### src/rtl/serial_chan_loader_pkg.sv
package serial_chan_loader_pkg;
  localparam int unsigned NUM_CH_D  = 6;
  localparam int unsigned VAL_W_D   = 8;
  localparam int unsigned SEL_W_D   = 4;
  localparam int unsigned SYNC_W    = 3;
  // bit positions in the synchronized input bus
  localparam int unsigned IDX_SDI   = 0;
  localparam int unsigned IDX_SCLK  = 1;
  localparam int unsigned IDX_LD    = 2;
endpackage

### src/rtl/scl_sync2.sv
module scl_sync2 #(
  parameter int unsigned WIDTH = 1
) (
  input  logic             clk_i,
  input  logic             rst_ni,
  input  logic [WIDTH-1:0] async_i,
  output logic [WIDTH-1:0] sync_o
);
  logic [WIDTH-1:0] meta_q, sync_q;

  always_ff @(posedge clk_i or negedge rst_ni) begin
    if (!rst_ni) begin
      meta_q <= '0;
      sync_q <= '0;
    end else begin
      meta_q <= async_i;
      sync_q <= meta_q;
    end
  end

  assign sync_o = sync_q;
endmodule

### src/rtl/scl_edge_det.sv
module scl_edge_det (
  input  logic clk_i,
  input  logic rst_ni,
  input  logic lvl_i,
  output logic rise_o,
  output logic fall_o
);
  logic prev_q;

  always_ff @(posedge clk_i or negedge rst_ni) begin
    if (!rst_ni) prev_q <= 1'b0;
    else         prev_q <= lvl_i;
  end

  assign rise_o = lvl_i & ~prev_q;
  assign fall_o = ~lvl_i & prev_q;
endmodule

### src/rtl/scl_frame_shifter.sv
module scl_frame_shifter #(
  parameter int unsigned FRAME_W = 12
) (
  input  logic               clk_i,
  input  logic               rst_ni,
  input  logic               shift_i,
  input  logic               din_i,
  input  logic               out_upd_i,
  output logic [FRAME_W-1:0] frame_o,
  output logic               sdo_o
);
  logic [FRAME_W-1:0] frame_q;
  logic               sdo_q;

  always_ff @(posedge clk_i or negedge rst_ni) begin
    if (!rst_ni)      frame_q <= '0;
    else if (shift_i) frame_q <= {frame_q[FRAME_W-2:0], din_i};
  end

  // cascade bit moves on the serial falling edge, stable for next rise
  always_ff @(posedge clk_i or negedge rst_ni) begin
    if (!rst_ni)        sdo_q <= 1'b0;
    else if (out_upd_i) sdo_q <= frame_q[FRAME_W-1];
  end

  assign frame_o = frame_q;
  assign sdo_o   = sdo_q;
endmodule

### src/rtl/scl_latch_bank.sv
module scl_latch_bank #(
  parameter int unsigned NUM_CH = 6,
  parameter int unsigned VAL_W  = 8,
  parameter int unsigned SEL_W  = 4,
  localparam int unsigned FRAME_W = VAL_W + SEL_W
) (
  input  logic                    clk_i,
  input  logic                    rst_ni,
  input  logic                    load_i,
  input  logic [FRAME_W-1:0]      frame_i,
  output logic [NUM_CH*VAL_W-1:0] codes_o
);
  logic [SEL_W-1:0] sel;
  logic [VAL_W-1:0] val;

  assign sel = frame_i[FRAME_W-1 -: SEL_W];
  assign val = frame_i[VAL_W-1:0];

  for (genvar ch = 0; ch < NUM_CH; ch++) begin : g_ch
    localparam logic [SEL_W-1:0] MY_SEL = SEL_W'(ch + 1);
    logic             hit;
    logic [VAL_W-1:0] code_q;

    assign hit = load_i && (sel == MY_SEL);

    always_ff @(posedge clk_i or negedge rst_ni) begin
      if (!rst_ni)  code_q <= '0;
      else if (hit) code_q <= val;
    end

    assign codes_o[ch*VAL_W +: VAL_W] = code_q;
  end
endmodule

### src/rtl/serial_chan_loader.sv
module serial_chan_loader
  import serial_chan_loader_pkg::*;
#(
  parameter int unsigned NUM_CH = NUM_CH_D,
  parameter int unsigned VAL_W  = VAL_W_D,
  parameter int unsigned SEL_W  = SEL_W_D,
  localparam int unsigned FRAME_W = VAL_W + SEL_W
) (
  input  logic                    clk_i,
  input  logic                    rst_ni,
  input  logic                    sdi_i,
  input  logic                    sclk_i,
  input  logic                    ld_i,
  output logic                    sdo_o,
  output logic [NUM_CH*VAL_W-1:0] chan_code_o
);
  logic [SYNC_W-1:0]  pins_async, pins_sync;
  logic               sdi_lvl, sclk_lvl, ld_lvl;
  logic               sclk_rise, sclk_fall, ld_rise, ld_fall;
  logic               shift_en;
  logic [FRAME_W-1:0] frame;

  always_comb begin
    pins_async           = '0;
    pins_async[IDX_SDI]  = sdi_i;
    pins_async[IDX_SCLK] = sclk_i;
    pins_async[IDX_LD]   = ld_i;
  end

  scl_sync2 #(.WIDTH(SYNC_W)) u_sync (
    .clk_i  (clk_i),
    .rst_ni (rst_ni),
    .async_i(pins_async),
    .sync_o (pins_sync)
  );

  assign sdi_lvl  = pins_sync[IDX_SDI];
  assign sclk_lvl = pins_sync[IDX_SCLK];
  assign ld_lvl   = pins_sync[IDX_LD];

  scl_edge_det u_sclk_edge (
    .clk_i (clk_i),
    .rst_ni(rst_ni),
    .lvl_i (sclk_lvl),
    .rise_o(sclk_rise),
    .fall_o(sclk_fall)
  );

  scl_edge_det u_ld_edge (
    .clk_i (clk_i),
    .rst_ni(rst_ni),
    .lvl_i (ld_lvl),
    .rise_o(ld_rise),
    .fall_o(ld_fall)
  );

  assign shift_en = sclk_rise & ~ld_lvl;

  scl_frame_shifter #(.FRAME_W(FRAME_W)) u_shift (
    .clk_i    (clk_i),
    .rst_ni   (rst_ni),
    .shift_i  (shift_en),
    .din_i    (sdi_lvl),
    .out_upd_i(sclk_fall),
    .frame_o  (frame),
    .sdo_o    (sdo_o)
  );

  scl_latch_bank #(.NUM_CH(NUM_CH), .VAL_W(VAL_W), .SEL_W(SEL_W)) u_bank (
    .clk_i  (clk_i),
    .rst_ni (rst_ni),
    .load_i (ld_rise),
    .frame_i(frame),
    .codes_o(chan_code_o)
  );

  logic unused_fall;
  assign unused_fall = ld_fall;
endmodule

### config.mk
export PLATFORM = sky130hd
export DESIGN_NAME = serial_chan_loader
export DESIGN_NICKNAME = d
export VERILOG_FILES = /design/src/rtl/serial_chan_loader_pkg.sv /design/src/rtl/scl_sync2.sv /design/src/rtl/scl_edge_det.sv /design/src/rtl/scl_frame_shifter.sv /design/src/rtl/scl_latch_bank.sv /design/src/rtl/serial_chan_loader.sv
export SDC_FILE = /design/constraint.sdc
export NUM_CORES = 1
export LEC_CHECK = 0
export CAP_MARGIN = 20
export CORE_MARGIN = 4
export CORE_UTILIZATION = 50
export DETAILED_ROUTE_END_ITERATION = 8
export GPL_ROUTABILITY_DRIVEN = 0
export HOLD_SLACK_MARGIN = 0.08
export PLACE_DENSITY_LB_ADDON = 0.2
export SYNTH_ARGS = -nofsm -noshare
export SYNTH_HDL_FRONTEND = slang
export SYNTH_SLANG_ARGS = --single-unit
### constraint.sdc
create_clock -name clk_i -period 2.1 [get_ports clk_i]
set_input_delay 0.42 -clock clk_i [delete_from_list [all_inputs] [get_ports clk_i]]
set_output_delay 0.42 -clock clk_i [all_outputs]
set_load 0.005 [all_outputs]
======== Yosys cells after proc, flatten, opt, wreduce, memory -nomap -nowiden ========
Index checks and enable logic that the tools add are counted.
cells by class
  equality and inequality tests ........... 6
  bitwise gates (word level) .............. 8
  reduce and logical (&&, ||, !) cells .... 6
operators by type and width
  cell                                                             number
  4-bit by 3-bit == test with 1-bit output, second input constant  3
  4-bit by 2-bit == test with 1-bit output, second input constant  2
  1-bit logical AND                                                6
  1-bit AND                                                        4
  4-bit by 1-bit == test with 1-bit output, second input constant  1
  1-bit NOT                                                        4
storage, ports and cells
  register bits ........................... 69
  input bits .............................. 5
  output and inout port bits .............. 49
  word-level logic and storage cells ...... 32

======== Depth between registers and ports, before layout ========
Gate-level depths: netlist of the first run.
  word-level depth ........................ 3
  depth in mapped cells ................... 4
  depth with buffers taken out ............ 3

======== Cells and area by module ========
Synthesis of the first run repeated with hierarchy kept, for this count alone.
unflattened totals
  cell total of the unflattened synthesis .. 146
  area total of the unflattened synthesis .. 2680.1 um2
by module, submodules not included
  module              times used  cells each  area an instance (um2)  seq. area each (um2)
  scl_latch_bank      1           106         1915.6                  1201.2
  scl_frame_shifter   1           27          520.5                   325.3
  scl_sync2           1           6           150.1                   150.1
  scl_edge_det        2           3           40.0                    25.0
  serial_chan_loader  1           1           13.8                    0.0

======== Least setup slack after synthesis of the first run ========
Ideal clock, no wire load.
  path type ............................... reg2reg
  start point ............................. reg u_shift.frame_q[11], in the netlist u_shift.frame_o[11]
  end point ............................... reg u_bank.g_ch[2].code_q[0]
  data arrival time ....................... 1.377 ns
  data required time ...................... 1.975 ns
  path slack .............................. 0.598 ns
  stages on the path, launching flop included .. 5
  path buffers ............................ 1
  cell sequence ........................... dfrtp_1 nor4b_4 and3_1 buf_6 mux2_2
on the way
  longest elaborated chain between the ends .. 2
ends and longest elaborated chain
  what                                      RTL line                 text
  start: declaration                        scl_frame_shifter.sv:12  logic [FRAME_W-1:0] frame_q;
  start signal: assignment                  scl_frame_shifter.sv:17  else if (shift_i) frame_q <= {frame_q[FRAME_W-2:0], din_i};
  4-bit by 2-bit == test with 1-bit output  scl_latch_bank.sv:24     assign hit = load_i && (sel == MY_SEL);
  1-bit logical AND                         scl_latch_bank.sv:24
  end signal: assignment                    scl_latch_bank.sv:28     else if (hit) code_q <= val;
  end: declaration                          scl_latch_bank.sv:22     logic [VAL_W-1:0] code_q;
No other way between the ends.
A chain may end at the register's enable or synchronous reset.

======== Worst setup path in the final report of the first run ========
  start point ............................. reg u_shift.frame_q[11], in the netlist u_shift.frame_o[11]
  end point ............................... reg u_bank.g_ch[2].code_q[4]
Same word-level chain as after synthesis.

==> results_tabular.tex, run 1 <==
\begin{tabular}{lr}
\hline
Metric & Value \\
\hline
\multicolumn{2}{l}{\textbf{Global route}} \\
Wire length of the first global-routing pass & 8059 µm \\
GRT Util Overall & 17.81\% \\
GRT Residual Overflow & 0 \\
Number of global-route vias before repair & 1538 \\
Antenna violations before repair & 0 \\
Maximum number of pins on one net before global-route repair & 42 \\
\multicolumn{2}{l}{\textbf{Yosys}} \\
Top cells by area, synth & dfrtp\_1, mux2\_2, nand2\_2, nor4b\_4, and4bb\_1 \\
Mapped Cells & 145 \\
Flip-flop and latch count after synthesis & 69 \\
Mean instance size in the synthesized netlist & 17.47 µm² \\
Distinct cell type count of the synthesized netlist & 13 \\
Area fraction in and, or, nand and nor cells after synthesis & 4.099\% \\
Number of nets produced by synthesis & 150 \\
Main combinational cell family by area after synthesis & multiplexers \\
Yosys Warn Count & 0 \\
Largest area contributor in the netlist & dfrtp\_1 \\
Xor and xnor fraction of the mapped netlist area & 0\% \\
Sequential share of the synthesized area & 68.15\% \\
Portion of synthesized cell area occupied by the leading cell type & 68.15\% \\
Total standard cell area after synthesis & 2534 µm² \\
Post-synthesis mux area share & 27.11\% \\
Synthesized-area fraction occupied by adder cells & 0\% \\
Area fraction in compound gates after synthesis & 0\% \\
\multicolumn{2}{l}{\textbf{Timing}} \\
Worst max-slew margin expressed relative to the limit & 57.48\% \\
Final clock period utilization by the worst path & 81.10\% \\
Transition time of the tightest slew-check pin & 637.9 ps \\
Final count of negative-setup-slack endpoints & 0 \\
Worst Skew & 6.034 ps \\
Unrepaired setup endpoints after global routing & false \\
Total negative slack & 0 ps \\
Worst path setup slack after routing & 396.8 ps \\
Number of pins with negative max-slew slack in the final report & 0 \\
Maximum achievable frequency & 0.5871 GHz \\
Clock period minus final worst setup slack & 1703 ps \\
Final Hold Violating Endpoints & 0 \\
\multicolumn{2}{l}{\textbf{Power and ir drop}} \\
Reported leakage power & 1.630 nW \\
Power density over cell area & 930.2 nW/µm² \\
Power consumption & 3.148 mW \\
Peak supply drop & 0.5770 mV \\
\multicolumn{2}{l}{\textbf{Worst setup path}} \\
Slowest-stage cell, CP & dfrtp\_1 \\
CP Launch Point & u\_shift.frame\_o[11] \\
Critical setup path kind & reg -> reg \\
Critical path launch point type & flop \\
Worst R2R Setup Slack & 400 ps \\
Worst-case reg-to-reg path depth & 3 \\
Start of the worst register-to-register path & u\_shift.frame\_o[11] \\
Critical path's largest stage delay & 420 ps \\
Required @ worst endpoint & 2320 ps \\
CP delay by family, top & simple AND/OR/NAND/NOR gates \\
Maximum net fanout on the critical path & 8 \\
Number of buffer and inverter stages on the critical path & 0 \\
Endpoint kind of the worst setup timing path & flop \\
CP cell instances & nor4b\_4 > and3\_1 > mux2\_2 \\
Instance count on the critical path & 3 \\
Arr. time, crit path & 1920 ps \\
\multicolumn{2}{l}{\textbf{Run status}} \\
Status & completed \\
\multicolumn{2}{l}{\textbf{Clock network}} \\
Post-CTS Setup Inserts & 0 \\
Clock insertion delay at the later pin of the skew report & 330 ps \\
Clock tree from TritonCTS & built \\
Count of hold-fix buffers inserted at cts & 0 \\
CTS clk-pin slew, worst paths & 70 ps \\
Depth of the CTS H-tree & 3 \\
Buffer type at the clock tree root & clkbuf\_8 \\
Post-cts sizing count & 0 \\
CTS buffer count & 9 \\
Count of clock tree sinks & 69 \\
Maximum number of buffers from clock root to sink & 2 \\
\multicolumn{2}{l}{\textbf{Cells and area}} \\
Final layout net count & 214 \\
Design area & 3385 µm² \\
Leading cell types in the layout, fill and taps excluded & dfrtp\_1, mux2\_2, clkdlybuf4s50\_1 \\
Storage cell area & 1727 µm² \\
Multi-input logic area & 795.8 µm² \\
Utilization after layout & 70.26\% \\
Area added between synthesis and finish & 33.58\% \\
Count of filler cells inserted in the layout & 354 \\
Share of cells above drive strength 1 & 39.72\% \\
Most frequent standard cell in the layout excluding fill and tap cells & dfrtp\_1 \\
Final antenna diode count & 0 \\
\multicolumn{2}{l}{\textbf{Detailed routing}} \\
Antenna Violating Nets Remaining & 0 \\
Vias per Instance & 5.028 \\
Number of DRC markers in iteration 0 & 56 \\
Detailed Routing Iterations Pass 1 & 2 \\
Number of vias after detailed routing & 1413 \\
Remaining DRCs & 0 \\
Average detailed-routed wire length per instance & 17.49 µm \\
Final WL & 4916 µm \\
\multicolumn{2}{l}{\textbf{Min path}} \\
HP Class & in -> async \\
\multicolumn{2}{l}{\textbf{Floorplanning}} \\
Starting density of the core & 52.60\% \\
Die height & 79.19 µm \\
Placeable core region & 4817 µm² \\
Row Count & 25 \\
Die outline width & 79.19 µm \\
Total I/O pin count & 54 \\
Full die area & 6270 µm² \\
\multicolumn{2}{l}{\textbf{Place}} \\
Placed inst area & 3159 µm² \\
Worst setup slack after placement & 403.1 ps \\
Number of buffers inserted by port buffering & 53 \\
Detailed placer's ending HPWL & 3407 µm \\
\multicolumn{2}{l}{\textbf{Job}} \\
Maxcap violations & 0 \\
\hline
\end{tabular}
per-stage QoR:
step,hold slack (ps),instances
5_1_grt,141.4,281
3_5_place_dp,337.8,265
4_1_cts,113.4,281
6_report,103.4,281
3_3_place_gp,337.0,265
2_1_floorplan,124.4,145
power by group:
group          internal [mW]  switching (mW)  leakage, nW
logic                  0.219           0.111        0.582
registers               1.46           0.169        0.931
clock network          0.730           0.457        0.116
cell usage after synthesis, drive strengths merged:
library cell and n:
nor2 1, dfrtp 69, and4bb 1, nor4b 1, mux2 61, nand2 5
nor2b 2, buf 2, nand2b 1, and3 1, nor3b 1
final timing paths:
check	to
hold / removal	u_bank.g_ch[3].code_q[2]
setup / recovery	u_bank.g_ch[2].code_q[4]
hold reg to reg	u_sync.sync_o[1]
setup reg to reg	u_bank.g_ch[2].code_q[4]
min in group clk_i	u_sync.sync_o[1]
max in group asynchronous	u_sync.meta_q[0]
cell type report:
type,instances,share of cell area (%)
multi-input combinational,74,23.51
tap,67,2.477
clock buffer,12,4.584
timing repair buffer,55,16.34
clock inverter,4,2.070
sequential,69,51.02
sequential cells by signal, summed over array words and instances (netlist names):
| name | count |
|---|---|
| u_bank.g_ch.code_q | 48 |
| u_shift.frame_o | 12 |
| u_sync.meta_q | 3 |
| u_sync.sync_o | 3 |
| u_ld_edge.prev_q | 1 |
| u_sclk_edge.prev_q | 1 |
| u_shift.sdo_o | 1 |
cell families (layout without fill, tap and decap cells):
group,Yosys count,count (layout)
mux,61,61
buf+inv,2,71
flops,69,69
simple gates,13,13
metal layers:
| metal | wire length [µm] | GRT usage [%] | up-vias |
|---|---|---|---|
| met5 | 0 | 0 | - |
| met2 | 2556 | 29.12 | 35 |
| met1 | 2052 | 20.94 | 722 |
| li1 | - | - | 643 |
| met3 | 175 | 4.195 | 13 |
| met4 | 132 | 11.68 | 0 |
Note: power is estimated with default switching activity, not from simulation.
==> run 2, diff against run 1 <==
- CORE_UTILIZATION: 50 -> 45
- clock period: 2.1 -> 1.45 ns (I/O delays scaled with it)
==> results_tabular.tex, run 2 (same netlist as run 1, synthesis figures left out) <==
\begin{tabular}{lr}
\hline
Metric & Value \\
\hline
\multicolumn{2}{l}{\textbf{Run status}} \\
Status & finished, violations left \\
Failing checks & negative setup slack \\
\multicolumn{2}{l}{\textbf{Global route}} \\
Maximum number of pins on one net before global-route repair & 70 (+67\%) \\
GRT Residual Overflow & 0 (unchanged) \\
Antenna violations before repair & 0 (unchanged) \\
GRT Util Overall & 15.74\% (-2.1 points) \\
Number of global-route vias before repair & 1584 (+3.0\%) \\
Wire length of the first global-routing pass & 8369 µm (+3.8\%) \\
\multicolumn{2}{l}{\textbf{Timing}} \\
Worst Skew & 6.028 ps (-0.005740 ps) \\
Final count of negative-setup-slack endpoints & 24 (+24) \\
WHS & 351.7 ps (+248.4 ps) \\
Number of pins with negative max-slew slack in the final report & 0 (unchanged) \\
Clock period minus final worst setup slack & 1494 ps (-208.8 ps) \\
Unrepaired setup endpoints after global routing & true \\
Final Hold Violating Endpoints & 0 (unchanged) \\
Transition time of the tightest slew-check pin & 350.2 ps (-287.7 ps) \\
Maximum achievable frequency & 0.6692 GHz (+14\%) \\
Worst path setup slack after routing & -44.34 ps (-441.2 ps) \\
Worst max-slew margin expressed relative to the limit & 76.65\% (+19 points) \\
Final clock period utilization by the worst path & 103.1\% (+22 points) \\
\multicolumn{2}{l}{\textbf{Min path}} \\
Startpoint of the tightest hold check path & u\_sync.meta\_q[0] \\
HP Class & reg -> reg \\
\multicolumn{2}{l}{\textbf{Cells and area}} \\
Count of filler cells inserted in the layout & 454 (+28\%) \\
Storage cell area & 1727 µm² (unchanged) \\
Leading cell types in the layout, fill and taps excluded & dfrtp\_1, mux2\_2, dlygate4sd2\_1 \\
Final layout net count & 226 (+5.6\%) \\
Utilization after layout & 62.92\% (-7.3 points) \\
Area added between synthesis and finish & 35.90\% \\
Share of cells above drive strength 1 & 42.67\% (+2.9 points) \\
Most frequent standard cell in the layout excluding fill and tap cells & dfrtp\_1 \\
Final antenna diode count & 0 (unchanged) \\
Most flop-heavy register & u\_bank.g\_ch.code\_q \\
Flip-flop count of the largest register after layout & 48 (unchanged) \\
Multi-input logic area & 845.8 µm² (+6.3\%) \\
\multicolumn{2}{l}{\textbf{Detailed routing}} \\
Detailed Routing Iterations Pass 1 & 3 (+1) \\
Average detailed-routed wire length per instance & 17.04 µm (-2.6\%) \\
Vias per Instance & 4.963 (-1.3\%) \\
Number of vias after detailed routing & 1474 (+4.3\%) \\
Remaining DRCs & 0 (unchanged) \\
Antenna Violating Nets Remaining & 0 (unchanged) \\
Final WL & 5060 µm (+2.9\%) \\
Number of DRC markers in iteration 0 & 44 (-21\%) \\
\multicolumn{2}{l}{\textbf{Clock network}} \\
Buffer type at the clock tree root & clkbuf\_8 \\
CTS clk-pin slew, worst paths & 70 ps (about the same) \\
Clock insertion delay at the later pin of the skew report & 340 ps (about the same) \\
Count of clock tree sinks & 69 (unchanged) \\
Maximum number of buffers from clock root to sink & 2 (unchanged) \\
Depth of the CTS H-tree & 3 (unchanged) \\
CTS buffer count & 9 (unchanged) \\
Clock tree from TritonCTS & built \\
\multicolumn{2}{l}{\textbf{Floorplanning}} \\
Placeable core region & 5473 µm² (+14\%) \\
Full die area & 6895 µm² (+10\%) \\
Die height & 83.04 µm (+4.9\%) \\
Starting density of the core & 46.30\% (-6.3 points) \\
Total I/O pin count & 54 (unchanged) \\
Die outline width & 83.04 µm (+4.9\%) \\
Row Count & 27 (+8.0\%) \\
\multicolumn{2}{l}{\textbf{Power and ir drop}} \\
Power density over cell area & 1271 nW/µm² (+37\%) \\
Peak supply drop & 0.9268 mV (+61\%) \\
Reported leakage power & 1.936 nW (+19\%) \\
\multicolumn{2}{l}{\textbf{Worst setup path}} \\
Critical setup path kind & reg -> reg \\
Endpoint kind of the worst setup timing path & flop \\
Start of the worst register-to-register path & u\_shift.frame\_o[10] \\
Maximum net fanout on the critical path & 8 (unchanged) \\
CP Launch Point & u\_shift.frame\_o[10] \\
Worst R2R Setup Slack & -40 ps (-440 ps) \\
Arr. time, crit path & 1720 ps (-200 ps) \\
Critical path launch point type & flop \\
Required @ worst endpoint & 1670 ps (-650 ps) \\
\multicolumn{2}{l}{\textbf{Place}} \\
Number of buffers inserted by port buffering & 53 (unchanged) \\
Worst setup slack after placement & -50.36 ps (-453.4 ps) \\
\multicolumn{2}{l}{\textbf{Job}} \\
Maxcap violations & 0 (unchanged) \\
\hline
\end{tabular}
==> run 2: cell types whose count changed in the layout (fill, tap and decap cells not counted), moves of 2 or more <==
cell,previous run,this run
clkdlybuf4s50_1,52,3
dlygate4sd2_1,0,49
buf_4,1,11
mux2_4,0,8
mux2_2,60,53
nand2_2,5,2
nand2_4,0,3
clkbuf_1,1,3
clkinv_2,2,0
==> run 2: final timing paths <==
check	end	depth (start not counted)
worst min-delay path	u_sync.sync_o[0]	0
worst max-delay path	u_bank.g_ch[2].code_q[4]	3
worst min register to register	u_sync.sync_o[0]	0
max in group asynchronous	u_shift.frame_o[0]	3
worst max register to register	u_bank.g_ch[2].code_q[4]	3
min in group asynchronous	u_bank.g_ch[5].code_q[4]	3
==> run 2: layout make-up <==
type,instances,area share [%]
Timing Repair Buffer,67,17.08
Multi-Input combinational cell,74,24.56
Sequential cell,69,50.15
Clock buffer,14,4.724
Clock inverter,1,0.8721
Tap cell,72,2.616
==> run 2: worst max-delay path: stages, from the launching register on <==
cell	delay, ps
dfrtp_1	410
nor4b_4	310
and3_4	340
mux2_4	320
==> run 2: per-stage QoR <==
| step | std cells | area (µm²) | power [mW] | TNS (ps) |
|---|---|---|---|---|
| final | 297 | 3443 | 4.375 | -687.2 |
| after detailed placement | 275 | 3216 | 2.899 | -505.8 |
| after global routing | 297 | 3443 | 4.585 | -2854 |
| after floorplan | 145 | 2534 | 2.561 | -247.5 |
| after CTS | 297 | 3427 | 4.413 | -316.7 |
| after global placement | 275 | 3216 | 2.863 | -87.66 |
==> run 2: report_power, final <==
| part | switching [mW] | total [mW] | internal, mW | leakage [nW] |
|---|---|---|---|---|
| Clock | 0.655 | 1.54 | 0.882 | 0.0968 |
| Combinational | 0.179 | 0.475 | 0.296 | 0.908 |
| Sequential | 0.245 | 2.36 | 2.12 | 0.931 |
| Total | 1.08 | 4.37 | 3.30 | 1.94 |
==> run 2: what timing repair did <==
action                                  in CTS  in global routing
hold buffers                                 1                  0
endpoints found under the setup margin      93                 57
setup buffers                                7                  0
endpoints found under the hold margin       69                  0
resized for setup                           58                  5
pin swaps                                    0                  2
==> run 2: routing by layer <==
metal,track usage (%),share of wire (%),up-vias
li1,-,-,672
met1,19.23,43,761
met2,25.44,50,31
met3,4.762,4.3,10
met4,7.578,2.1,0
met5,0,0,-
